[config.mk]
export PLATFORM = sky130hd
export DESIGN_NAME = rtcspi_regif
export DESIGN_NICKNAME = d
export VERILOG_FILES = /design/src/rtl/rtcspi_pkg.sv /design/src/rtl/rtcspi_sync.sv /design/src/rtl/rtcspi_shift.sv /design/src/rtl/rtcspi_txn.sv /design/src/rtl/rtcspi_regs.sv /design/src/rtl/rtcspi_regif.sv
export SDC_FILE = /design/constraint.sdc
export NUM_CORES = 1
export LEC_CHECK = 0
export ABC_CLOCK_PERIOD_IN_PS = 4830
export CAP_MARGIN = 20
export CORE_ASPECT_RATIO = 0.9
export CORE_MARGIN = 5
export CORE_UTILIZATION = 25
export CTS_BUF_LIST = sky130_fd_sc_hd__clkbuf_4 sky130_fd_sc_hd__clkbuf_8
export DETAILED_ROUTE_END_ITERATION = 16
export GPL_TIMING_DRIVEN = 0
export PLACE_DENSITY_LB_ADDON = 0.05
export SYNTH_ARGS = -nofsm -noshare
export SYNTH_HDL_FRONTEND = slang
export SYNTH_SLANG_ARGS = --single-unit
[constraint.sdc]
create_clock -name clk -period 4.83 [get_ports clk]
set_input_delay 0.966 -clock clk [delete_from_list [all_inputs] [get_ports clk]]
set_output_delay 0.966 -clock clk [all_outputs]
set_load 0.01 [all_outputs]
[src/rtl/rtcspi_pkg.sv]
package rtcspi_pkg;

   localparam int unsigned ADDR_W = 7;
   localparam int unsigned DATA_W = 8;

   localparam logic [ADDR_W-1:0] CTRL_ADDR    = 7'h0F;
   localparam logic [ADDR_W-1:0] STAT_ADDR    = 7'h10;
   localparam logic [ADDR_W-1:0] TRICKLE_ADDR = 7'h11;
   localparam logic [ADDR_W-1:0] EXT_LAST     = 7'h10;

   localparam logic [DATA_W-1:0] CTRL_KEEP = 8'hC7;
   localparam logic [DATA_W-1:0] STAT_KEEP = 8'h03;
   localparam int unsigned       WP_BIT    = 6;

   typedef enum logic [2:0] {
      RG_EXT,
      RG_CTRL,
      RG_TRICKLE,
      RG_RAM,
      RG_NONE
   } region_e;

   function automatic region_e decode_addr(input logic [ADDR_W-1:0] a,
                                           input int unsigned ram_base,
                                           input int unsigned ram_bytes);
      region_e r;
      if (a == CTRL_ADDR)
         r = RG_CTRL;
      else if (a <= EXT_LAST)
         r = RG_EXT;
      else if (a == TRICKLE_ADDR)
         r = RG_TRICKLE;
      else if (32'(a) >= ram_base && 32'(a) < ram_base + ram_bytes)
         r = RG_RAM;
      else
         r = RG_NONE;
      return r;
   endfunction

endpackage

[src/rtl/rtcspi_sync.sv]
module rtcspi_sync #(
   parameter int unsigned STAGES  = 2,
   parameter bit          RST_VAL = 1'b0
) (
   input  logic clk,
   input  logic rst_n,
   input  logic d,
   output logic q
);

   generate
      if (STAGES == 0) begin : g_bypass
         assign q = d;
      end else if (STAGES == 1) begin : g_one
         logic flop;
         always_ff @(posedge clk) begin
            if (!rst_n) flop <= RST_VAL;
            else        flop <= d;
         end
         assign q = flop;
      end else begin : g_chain
         logic [STAGES-1:0] pipe;
         always_ff @(posedge clk) begin
            if (!rst_n) pipe <= {STAGES{RST_VAL}};
            else        pipe <= {pipe[STAGES-2:0], d};
         end
         assign q = pipe[STAGES-1];
      end
   endgenerate

endmodule

[src/rtl/rtcspi_shift.sv]
module rtcspi_shift #(
   parameter int unsigned DW   = 8,
   parameter bit          CPOL = 1'b0
) (
   input  logic          clk,
   input  logic          rst_n,
   input  logic          cs,
   input  logic          sclk,
   input  logic          mosi,
   input  logic          load,
   input  logic [DW-1:0] load_data,
   output logic          byte_done,
   output logic [DW-1:0] rx_byte,
   output logic          first_lead,
   output logic          miso,
   output logic          miso_oe
);

   localparam int unsigned CW = $clog2(DW);
   localparam logic [CW-1:0] LAST_BIT = CW'(DW - 1);

   logic          sclk_p, sclk_d;
   logic          lead, trail;
   logic [CW-1:0] bit_cnt;
   logic [DW-1:0] rx_sr, tx_sr;
   logic          done_q;

   assign sclk_p = sclk ^ CPOL;
   assign lead   = cs &  sclk_p & ~sclk_d;
   assign trail  = cs & ~sclk_p &  sclk_d;

   always_ff @(posedge clk) begin
      if (!rst_n) begin
         sclk_d  <= 1'b0;
         bit_cnt <= '0;
         rx_sr   <= '0;
         tx_sr   <= '0;
         done_q  <= 1'b0;
      end else begin
         sclk_d <= sclk_p;
         done_q <= 1'b0;
         if (!cs) begin
            bit_cnt <= '0;
            tx_sr   <= '0;
         end else begin
            if (trail) begin
               rx_sr   <= {rx_sr[DW-2:0], mosi};
               bit_cnt <= bit_cnt + CW'(1);
               done_q  <= (bit_cnt == LAST_BIT);
            end
            if (load)
               tx_sr <= load_data;
            else if (lead && bit_cnt != '0)
               tx_sr <= {tx_sr[DW-2:0], 1'b0};
         end
      end
   end

   assign byte_done  = done_q;
   assign rx_byte    = rx_sr;
   assign first_lead = lead & (bit_cnt == '0);
   assign miso       = tx_sr[DW-1] & cs;
   assign miso_oe    = cs;


   cnt_clear_chk: assert property (@(posedge clk) disable iff (!rst_n)
      !cs |=> (bit_cnt == '0));

endmodule

[src/rtl/rtcspi_txn.sv]
module rtcspi_txn
   import rtcspi_pkg::*;
(
   input  logic              clk,
   input  logic              rst_n,
   input  logic              cs,
   input  logic              byte_done,
   input  logic [DATA_W-1:0] rx_byte,
   input  logic              first_lead,
   input  logic              wp_now,
   output logic              wr_en,
   output logic              rd_fetch,
   output logic              load,
   output logic [ADDR_W-1:0] addr
);

   logic in_data, is_wr, wp_txn, load_q;
   logic wr_allow;

   assign wr_allow = !wp_txn || (addr == CTRL_ADDR);
   assign wr_en    = byte_done & in_data & is_wr & wr_allow;
   assign rd_fetch = first_lead & in_data & ~is_wr;
   assign load     = load_q;

   always_ff @(posedge clk) begin
      if (!rst_n) begin
         in_data <= 1'b0;
         is_wr   <= 1'b0;
         wp_txn  <= 1'b0;
         addr    <= '0;
         load_q  <= 1'b0;
      end else begin
         load_q <= rd_fetch;
         if (byte_done) begin
            if (!in_data) begin
               in_data <= 1'b1;
               is_wr   <= rx_byte[DATA_W-1];
               addr    <= rx_byte[ADDR_W-1:0];
               wp_txn  <= wp_now;
            end else begin
               addr <= addr + ADDR_W'(1);
            end
         end else if (!cs) begin
            in_data <= 1'b0;
         end
      end
   end


   addr_step_chk: assert property (@(posedge clk) disable iff (!rst_n)
      (byte_done && in_data) |=> (addr == $past(addr) + ADDR_W'(1)));


   wp_latch_chk: assert property (@(posedge clk) disable iff (!rst_n)
      $rose(in_data) |-> (wp_txn == $past(wp_now)));

endmodule

[src/rtl/rtcspi_regs.sv]
module rtcspi_regs
   import rtcspi_pkg::*;
#(
   parameter int unsigned       RAM_BASE      = 32,
   parameter int unsigned       RAM_BYTES     = 96,
   parameter logic [DATA_W-1:0] CTRL_RESET    = 8'h40,
   parameter logic [DATA_W-1:0] TRICKLE_RESET = 8'h00
) (
   input  logic              clk,
   input  logic              rst_n,
   input  logic              wr_en,
   input  logic [ADDR_W-1:0] addr,
   input  logic [DATA_W-1:0] wr_data,
   input  logic [DATA_W-1:0] ext_rdata,
   output region_e           region,
   output logic [DATA_W-1:0] rd_data,
   output logic [DATA_W-1:0] ctrl_q,
   output logic [DATA_W-1:0] trickle_q
);

   localparam int unsigned RIW = (RAM_BYTES > 1) ? $clog2(RAM_BYTES) : 1;

   logic [DATA_W-1:0] ram_rd;

   assign region = decode_addr(addr, RAM_BASE, RAM_BYTES);

   always_ff @(posedge clk) begin
      if (!rst_n) begin
         ctrl_q    <= CTRL_RESET & CTRL_KEEP;
         trickle_q <= TRICKLE_RESET;
      end else if (wr_en) begin
         if (region == RG_CTRL)    ctrl_q    <= wr_data & CTRL_KEEP;
         if (region == RG_TRICKLE) trickle_q <= wr_data;
      end
   end

   generate
      if (RAM_BYTES == 0) begin : g_no_ram
         assign ram_rd = '0;
      end else begin : g_ram
         logic [DATA_W-1:0] mem [RAM_BYTES];
         logic [ADDR_W-1:0] ram_off;
         assign ram_off = addr - ADDR_W'(RAM_BASE);
         always_ff @(posedge clk) begin
            if (wr_en && region == RG_RAM)
               mem[ram_off[RIW-1:0]] <= wr_data;
         end
         assign ram_rd = mem[ram_off[RIW-1:0]];
      end
   endgenerate

   always_comb begin
      unique case (region)
         RG_CTRL:    rd_data = ctrl_q;
         RG_TRICKLE: rd_data = trickle_q;
         RG_RAM:     rd_data = ram_rd;
         RG_EXT:     rd_data = (addr == STAT_ADDR) ? (ext_rdata & STAT_KEEP) : ext_rdata;
         default:    rd_data = '0;
      endcase
   end


   ctrl_rsvd_chk: assert property (@(posedge clk) disable iff (!rst_n)
      ctrl_q[5:3] == 3'b000);

endmodule

[src/rtl/rtcspi_regif.sv]
module rtcspi_regif
   import rtcspi_pkg::*;
#(
   parameter int unsigned       RAM_BASE      = 32,
   parameter int unsigned       RAM_BYTES     = 96,
   parameter int unsigned       SYNC_STAGES   = 2,
   parameter bit                CPOL          = 1'b0,
   parameter logic [DATA_W-1:0] CTRL_RESET    = 8'h40,
   parameter logic [DATA_W-1:0] TRICKLE_RESET = 8'h00
) (
   input  logic              clk,
   input  logic              rst_n,
   input  logic              spi_sclk,
   input  logic              spi_cs,
   input  logic              spi_mosi,
   output logic              spi_miso,
   output logic              spi_miso_oe,
   output logic              ext_wr,
   output logic              ext_rd,
   output logic [ADDR_W-1:0] ext_addr,
   output logic [DATA_W-1:0] ext_wdata,
   input  logic [DATA_W-1:0] ext_rdata,
   output logic [DATA_W-1:0] ctrl_q,
   output logic [DATA_W-1:0] trickle_q
);

   localparam int unsigned MAP_TOP = 1 << ADDR_W;

   generate
      if (RAM_BASE <= 32'(TRICKLE_ADDR) || RAM_BASE + RAM_BYTES > MAP_TOP) begin : g_bad_map
         $error("RAM window overlaps fixed registers or leaves the address space");
      end
      if ((CTRL_RESET & ~CTRL_KEEP) != '0) begin : g_bad_ctrl
         $error("control reset value sets reserved bits");
      end
      if (SYNC_STAGES > 4) begin : g_bad_sync
         $error("synchronizer depth above four is not supported");
      end
   endgenerate

   logic cs_s, sclk_s, mosi_s;
   logic byte_done, first_lead, load, wr_en, rd_fetch;
   logic [DATA_W-1:0] rx_byte, rd_data;
   logic [ADDR_W-1:0] addr;
   region_e           region;

   rtcspi_sync #(.STAGES(SYNC_STAGES), .RST_VAL(1'b0)) u_sync_cs (
      .clk(clk), .rst_n(rst_n), .d(spi_cs), .q(cs_s));
   rtcspi_sync #(.STAGES(SYNC_STAGES), .RST_VAL(CPOL)) u_sync_sclk (
      .clk(clk), .rst_n(rst_n), .d(spi_sclk), .q(sclk_s));
   rtcspi_sync #(.STAGES(SYNC_STAGES), .RST_VAL(1'b0)) u_sync_mosi (
      .clk(clk), .rst_n(rst_n), .d(spi_mosi), .q(mosi_s));

   rtcspi_shift #(.DW(DATA_W), .CPOL(CPOL)) u_shift (
      .clk        (clk),
      .rst_n      (rst_n),
      .cs         (cs_s),
      .sclk       (sclk_s),
      .mosi       (mosi_s),
      .load       (load),
      .load_data  (rd_data),
      .byte_done  (byte_done),
      .rx_byte    (rx_byte),
      .first_lead (first_lead),
      .miso       (spi_miso),
      .miso_oe    (spi_miso_oe)
   );

   rtcspi_txn u_txn (
      .clk        (clk),
      .rst_n      (rst_n),
      .cs         (cs_s),
      .byte_done  (byte_done),
      .rx_byte    (rx_byte),
      .first_lead (first_lead),
      .wp_now     (ctrl_q[WP_BIT]),
      .wr_en      (wr_en),
      .rd_fetch   (rd_fetch),
      .load       (load),
      .addr       (addr)
   );

   rtcspi_regs #(
      .RAM_BASE      (RAM_BASE),
      .RAM_BYTES     (RAM_BYTES),
      .CTRL_RESET    (CTRL_RESET),
      .TRICKLE_RESET (TRICKLE_RESET)
   ) u_regs (
      .clk       (clk),
      .rst_n     (rst_n),
      .wr_en     (wr_en),
      .addr      (addr),
      .wr_data   (rx_byte),
      .ext_rdata (ext_rdata),
      .region    (region),
      .rd_data   (rd_data),
      .ctrl_q    (ctrl_q),
      .trickle_q (trickle_q)
   );

   assign ext_wr    = wr_en    & (region == RG_EXT);
   assign ext_rd    = rd_fetch & (region == RG_EXT);
   assign ext_addr  = addr;
   assign ext_wdata = rx_byte;


   strobe_excl_chk: assert property (@(posedge clk) disable iff (!rst_n)
      !(ext_wr && ext_rd));


   rd_pulse_chk: assert property (@(posedge clk) disable iff (!rst_n)
      ext_rd |=> !ext_rd);


   ext_range_chk: assert property (@(posedge clk) disable iff (!rst_n)
      (ext_wr || ext_rd) |-> (ext_addr <= EXT_LAST && ext_addr != CTRL_ADDR));


   miso_idle_chk: assert property (@(posedge clk) disable iff (!rst_n)
      !spi_miso_oe |-> !spi_miso);

endmodule

# == Word-level counts from Yosys, hierarchy flattened ==
# Memories as Yosys holds them, arrays and structs flattened.
# Index checks and enable logic that the tools add are counted.
# op_classes
n_addsub,3
mul,0
n_div,0
order_cmp,2
eq_ne,8
shifts,0
mux,13
bitwise_logic,17
n_reduce_logical,14
# op_table
cell,n
one-hot mux 8 bit (4 select lines),1
2-to-1 mux 8 bit,3
equality test 7 x 5 -> 1 bit (second input constant),2
bitwise AND 1 bit,13
2-to-1 mux 3 bit,4
AND reduction 2 bit,5
adder 7 x 1 -> 7 bit (second input constant),1
equality test 7 x 4 -> 1 bit (second input constant),1
>= comparator 7 x 6 -> 1 bit (second input constant),1
less-or-equal comparator 7 x 5 -> 1 bit (second input constant),1
2-to-1 mux 7 bit,1
subtractor 7 x 6 -> 7 bit (second input constant),1
equality test 3 x 2 -> 1 bit (second input constant),2
zero test 3 bit,2
2-to-1 mux 1 bit,4
inverter 1 bit,4
adder 3 x 1 -> 3 bit (second input constant),1
equality test 3 x 1 -> 1 bit (second input constant),1
equality test 3 bit (second input constant),1
AND reduction 3 bit,1
nonzero test 3 bit,1
logical AND 1 bit,2
inequality test 2 x 1 -> 1 bit (second input constant),1
nonzero test 2 bit,1
other kinds (2),2
# word_totals
reg_bits,51
latchBits,0
ramBits,768
rom_bits,0
input_bits,13
output_inout_bits,35
elab_cells,73
memories,1
# memory_table
name,words,width,read_ports,rd_clocked_by_memory_dff,wr,line_no,source
u_regs.g_ram.mem,96,8,1,0,1,rtcspi_regs.sv:41,logic [DATA_W-1:0] mem [RAM_BYTES];

# == Depth between registers and ports, before layout ==
# depth
depth_word,9
depth_mapped,14
ltp_nobuf,8

# == Hierarchy ==
# From an unflattened synthesis, not the netlist that was laid out.
# unflattened
hier_cells,2009
area_unflattened_um2,33094.2
# modules_own_cells
mod,instances,cells_each,area_per_inst_um2,seq_area_each_um2
rtcspi_regs,1,1825,31326.3,23322.4
rtcspi_shift,1,99,989.7,420.4
rtcspi_txn,1,71,603.1,220.2
rtcspi_sync,3,4,52.6,40.0
rtcspi_regif,1,2,17.5,0.0

# == Least setup slack after synthesis ==
# Ideal clock, no wire load.
# synth_timing
path_kind,register -> register
start,register u_txn.addr[0]
end,"memory u_regs.g_ram.mem[66][0], enable pin"
setup_ps,370
arrival_time_ps,3242
t_required_ps,4460
setup_slack_ps,1217
path_stages_with_launch,14
n_path_buf,6
synth_period_minus_slack_ps,3613
cell_sequence,dfxtp_1 -> buf_4 -> buf_4 -> inv_1 -> buf_2 -> buf_2 -> buf_2 -> ha_1 -> o211a_1 -> or3_1 -> nor3_2 -> nand2_1 -> clkbuf_1 -> nor2_1
# synth_via
elab_chain_len,9
word_cells_on_any_way,15
cone_classes,add/sub (1); order compare (2); eq/ne (3); mux (6); bitwise (1); reduce/logical (2)
# synth_lines
item,line_no,source
start: declaration,rtcspi_txn.sv:14,output logic [ADDR_W-1:0] addr
start signal: assignment,rtcspi_txn.sv:38,addr <= rx_byte[ADDR_W-1:0];
start signal: assignment,rtcspi_txn.sv:41,addr <= addr + ADDR_W'(1);
>= comparator 7 x 6 -> 1 bit,rtcspi_pkg.sv:33,else if (32'(a) >= ram_base && 32'(a) < ram_base + ram_bytes)
2-to-1 mux 3 bit,rtcspi_pkg.sv:33,
2-to-1 mux 3 bit,rtcspi_pkg.sv:31,else if (a == TRICKLE_ADDR)
2-to-1 mux 3 bit,rtcspi_pkg.sv:29,else if (a <= EXT_LAST)
2-to-1 mux 3 bit,rtcspi_pkg.sv:27,if (a == CTRL_ADDR)
equality test 3 x 2 -> 1 bit,rtcspi_regs.sv:45,if (wr_en && region == RG_RAM)
logical AND 1 bit,rtcspi_regs.sv:45,
2-to-1 mux 1 bit,rtcspi_regs.sv:45,
2-to-1 mux 1 bit (implied by the code),rtcspi_regs.sv:46,mem[ram_off[RIW-1:0]] <= wr_data;
end: declaration,rtcspi_regs.sv:41,
# Parallel ways exist; a longest one is shown, timed or not.

# == Final worst setup path ==
# layout_timing
start,register u_txn.addr[1]
end,"memory u_regs.g_ram.mem[3][6], enable pin"
# Same word-level chain as after synthesis.

==> metrics.yaml <==
ctsLongestPathBuffers: 3
worstPathCellList: "buf_4, buf_4, inv_12, buf_12, buf_12, ha_2, o211a_1, or3_1, nor3_4, buf_12, nand3_1, buf_2, nor2_2"
detailroute.via_count: 21520
p_sw_frac: 0.2207
maxSlewHeadroom: 0.1399
postPlaceCellArea_mm2: 0.03614
critical_path_class: "register to register"
syn_avg_cell_area_um2: 16.59
final_hold_viol_count: 0
fmax_ghz: 0.2051
setup_violations: 39
holdPathEnd: "u_sync_mosi.g_chain.pipe[1]$_SDFF_PN0_"
die_width_um: 392.3
fillers: 12960
routed_wl_um: 161700
setup_ws_ps: -44.85
insertion_delay_ps: 900
grt_setup_unrepaired: "true"
async_flop_share: 0
power.switching_mw: 3.182
rr_worst_depth: 13
slew_violations: 0
holdCritPathClass: "register to register"
max_cap_violations: 0
ios: 48
cpMaxStageDelayCell: "nor2_2"
crit_path_end_kind: "register"
grt_pass1_wl_um: 209500
synthDistinctLibCells: 78
timing.rr.start: "u_txn.addr[1]$_SDFFE_PN0P_"
skew_ps: 44.82
hp-start: "u_sync_mosi.g_chain.pipe[0]$_SDFF_PN0_"
final_nets: 2251
postRouteAntennaNets: 0
drive_gt1_frac: 0.2727
core_area_mm2: 0.1309
drt_first_pass_iters: 5
clk_pin_slew_ps: 60
wl_per_cell_um: 39.73
remaining_drc_errors: 0
cp_max_fo: 11
grt-ovfl-total: 0
synth_cells: 1982
vdd_drop_max_mv: 0.2496
seq_area_frac_synth: 0.7325
worst_slew_pin_slew_ps: 1290
grt_max_degree: 64
ctsHoldBuffers: 0
dpl.cell_count: 3795
die_area_mm2: 0.1389
grtUsageTotal: 0.2288
r2r-end: "u_regs.g_ram.mem[3][6]$_DFFE_PP_"
fp-row-count: 126
final_cell_count_no_fill: 4070
ys_ff_latch: 819
synth_ff_type: "edfxtp_1"
finalCritPeriodShare: 1.009
hpwl_um: 106200
p_leak_nw: 12.36
ff2ff_setup_slack_ps: -40
finalCoreUtilization: 0.3027
cts_made_buffers: 152
worstSetupPathDepth: 13
fin_area_mm2: 0.03961
clkPwrFrac: 0.467
cp.required_ps: 5330
grt_pass1_vias: 21200
synth_warnings: 0
cts-root-buf: "clkbuf_8"
path_delay_family: "buffers and inverters"
hold_slack_ps: 435.3
syn2layout_area_growth_pct: 20.47
status: "finished with violations"
cp_num_buf_inv: 7
viasPerCell: 5.288
arrival_ps: 5370
syn-cell-area_mm2: 0.03288
synth_edf_count: 768
start_util: 0.2513
cp_common_cell: "buf_12"
cpPeakStageDelay_ps: 620
cell_internal_pwr_mw: 11.23
comb_power_share: 0.002
drt_iter0_drc: 2712
placement.io_buffers: 44
antenna_found_initial: 7
violations: "setup timing"
cp-start-kind: "register"
p_total_mw: 14.41
min_period_ps: 4875
p_seq_frac: 0.530
die_h_um: 354.0
globalplace.congestion: 0.8520
p_per_area_mw_per_mm2: 363.9
tritoncts: "built"
final.setup.tns_ps: -789.6
htreeDepth: 4
holdPathStages: 1
clock_sinks: 819
pre_cts_slack_ps: -2008
cells in the mapped netlist (15+ instances only):
cell type,count,area share
mux4_2,51,0.035
o21ai_0,50,0.0076
a211oi_1,18,0.0041
inv_1,16,0.0018
buf_4,30,0.0068
o221ai_1,61,0.016
a221oi_1,30,0.0080
nand2_1,63,0.0072
a2bb2oi_1,15,0.0040
o22ai_1,63,0.012
mux2_2,93,0.032
a21oi_1,49,0.0075
a22oi_1,16,0.0037
nand3_1,25,0.0038
a31oi_1,15,0.0029
dfxtp_1,51,0.031
nor2_1,159,0.018
buf_2,47,0.0072
nor2b_1,17,0.0032
edfxtp_1,768,0.70
mux2i_1,96,0.029
clkbuf_1,38,0.0043
power groups by stage:
stage	clock network [mW]	registers [mW]	logic (mW)
after detailed placement	0	7.79	0.0345
final	6.74	7.64	0.0343
after global placement	0	7.79	0.0342
after CTS	6.89	7.64	0.0348
after global routing	7.23	7.64	0.0367
after floorplan	0	7.79	0.0139
per-layer routing:
layer / global-route usage / vias to the layer above / share of wire
li1: - / 8534 / -
met1: 0.3276 / 11640 / 0.45
met2: 0.3440 / 1096 / 0.44
met3: 0.05399 / 248 / 0.079
met4: 0.06909 / 2 / 0.030
met5: 0 / - / 0.000093
layout by cell type, fill, tap and decap left out, drive strengths merged, types with 6 or more instances in the layout:
cell	n
edfxtp	768
clkbuf	241
nor2	159
buf	142
mux2i	96
mux2	93
nand2	63
o22ai	63
o221ai	62
mux4	51
o21ai	51
dfxtp	51
a21oi	49
clkinv	45
clkdlybuf4s50	42
a221oi	30
nand3	25
inv	24
a211oi	18
nor2b	17
a22oi	16
a31oi	15
a2bb2oi	15
and2	14
nand2b	12
ha	11
o22a	10
nor4	10
o211ai	9
nor3	9
a2111oi	7
diode	6
clkinvlp	6
a32oi	6
o221a	6
o31ai	6
cells by family after synthesis:
kind of cell | share of synthesized area
buffers and inverters | 0.02592
flip-flops | 0.7325
XOR/XNOR | 0.0002664
AO/OA/AOI/OAI | 0.09190
AND/OR/NAND/NOR | 0.04913
adder cells (fa/ha/maj) | 0.004186
other | 0.0001141
multiplexers | 0.09601
worst max path at each step:
stage,from,to
global placement,u_txn.addr[1]$_SDFFE_PN0P_,u_regs.g_ram.mem[8][2]$_DFFE_PP_
finish,u_txn.addr[1]$_SDFFE_PN0P_,u_regs.g_ram.mem[3][6]$_DFFE_PP_
floorplan,u_txn.addr[0]$_SDFFE_PN0P_,u_regs.g_ram.mem[66][0]$_DFFE_PP_
CTS,u_txn.addr[1]$_SDFFE_PN0P_,u_regs.g_ram.mem[42][3]$_DFFE_PP_
detailed placement,u_txn.addr[0]$_SDFFE_PN0P_,u_regs.g_ram.mem[8][4]$_DFFE_PP_
global route,u_txn.addr[1]$_SDFFE_PN0P_,u_regs.g_ram.mem[35][3]$_DFFE_PP_
repair_timing:
| action | in CTS | in global routing |
|---|---|---|
| resized for setup | 136 | 5 |
| cloned | 0 | 0 |
| endpoints found under the setup margin | 771 | 79 |
| pin swaps | 1 | 0 |
| setup buffers | 5 | 0 |
layout make-up:
type | count | area, µm² | area share
buffer | 134 | 848.3 | 0.02142
clock buffer | 202 | 2499 | 0.06308
sequential | 819 | 24120 | 0.6089
timing repair buffer | 91 | 1127 | 0.02846
inverter | 18 | 83.83 | 0.002117
tap | 1728 | 2162 | 0.05459
clock inverter | 61 | 420.4 | 0.01061
multi-input combinational | 1011 | 8337 | 0.2105
antenna | 6 | 15.01 | 0.0003791
flip-flops by register name (all words and copies together), names as in the netlist, 2 cells and up:
name and cells:
u_txn.addr 7, u_sync_mosi.g_chain.pipe 2, u_sync_cs.g_chain.pipe 2, u_shift.tx_sr 8, u_regs.g_ram.mem 768, u_regs.trickle_q 8, u_shift.rx_byte 8, u_regs.ctrl_q 5
u_sync_sclk.g_chain.pipe 2, u_shift.bit_cnt 3
worst register-to-register path, delay by kind of cell, from the launching register on:
kind	cells	cell delay (ps)
buffers and inverters	7	1900
AND/OR/NAND/NOR	4	1600
adder cells (fa/ha/maj)	1	230
AO/OA/AOI/OAI	1	270
flip-flops	1	500
(Power assumes the default switching activity.)
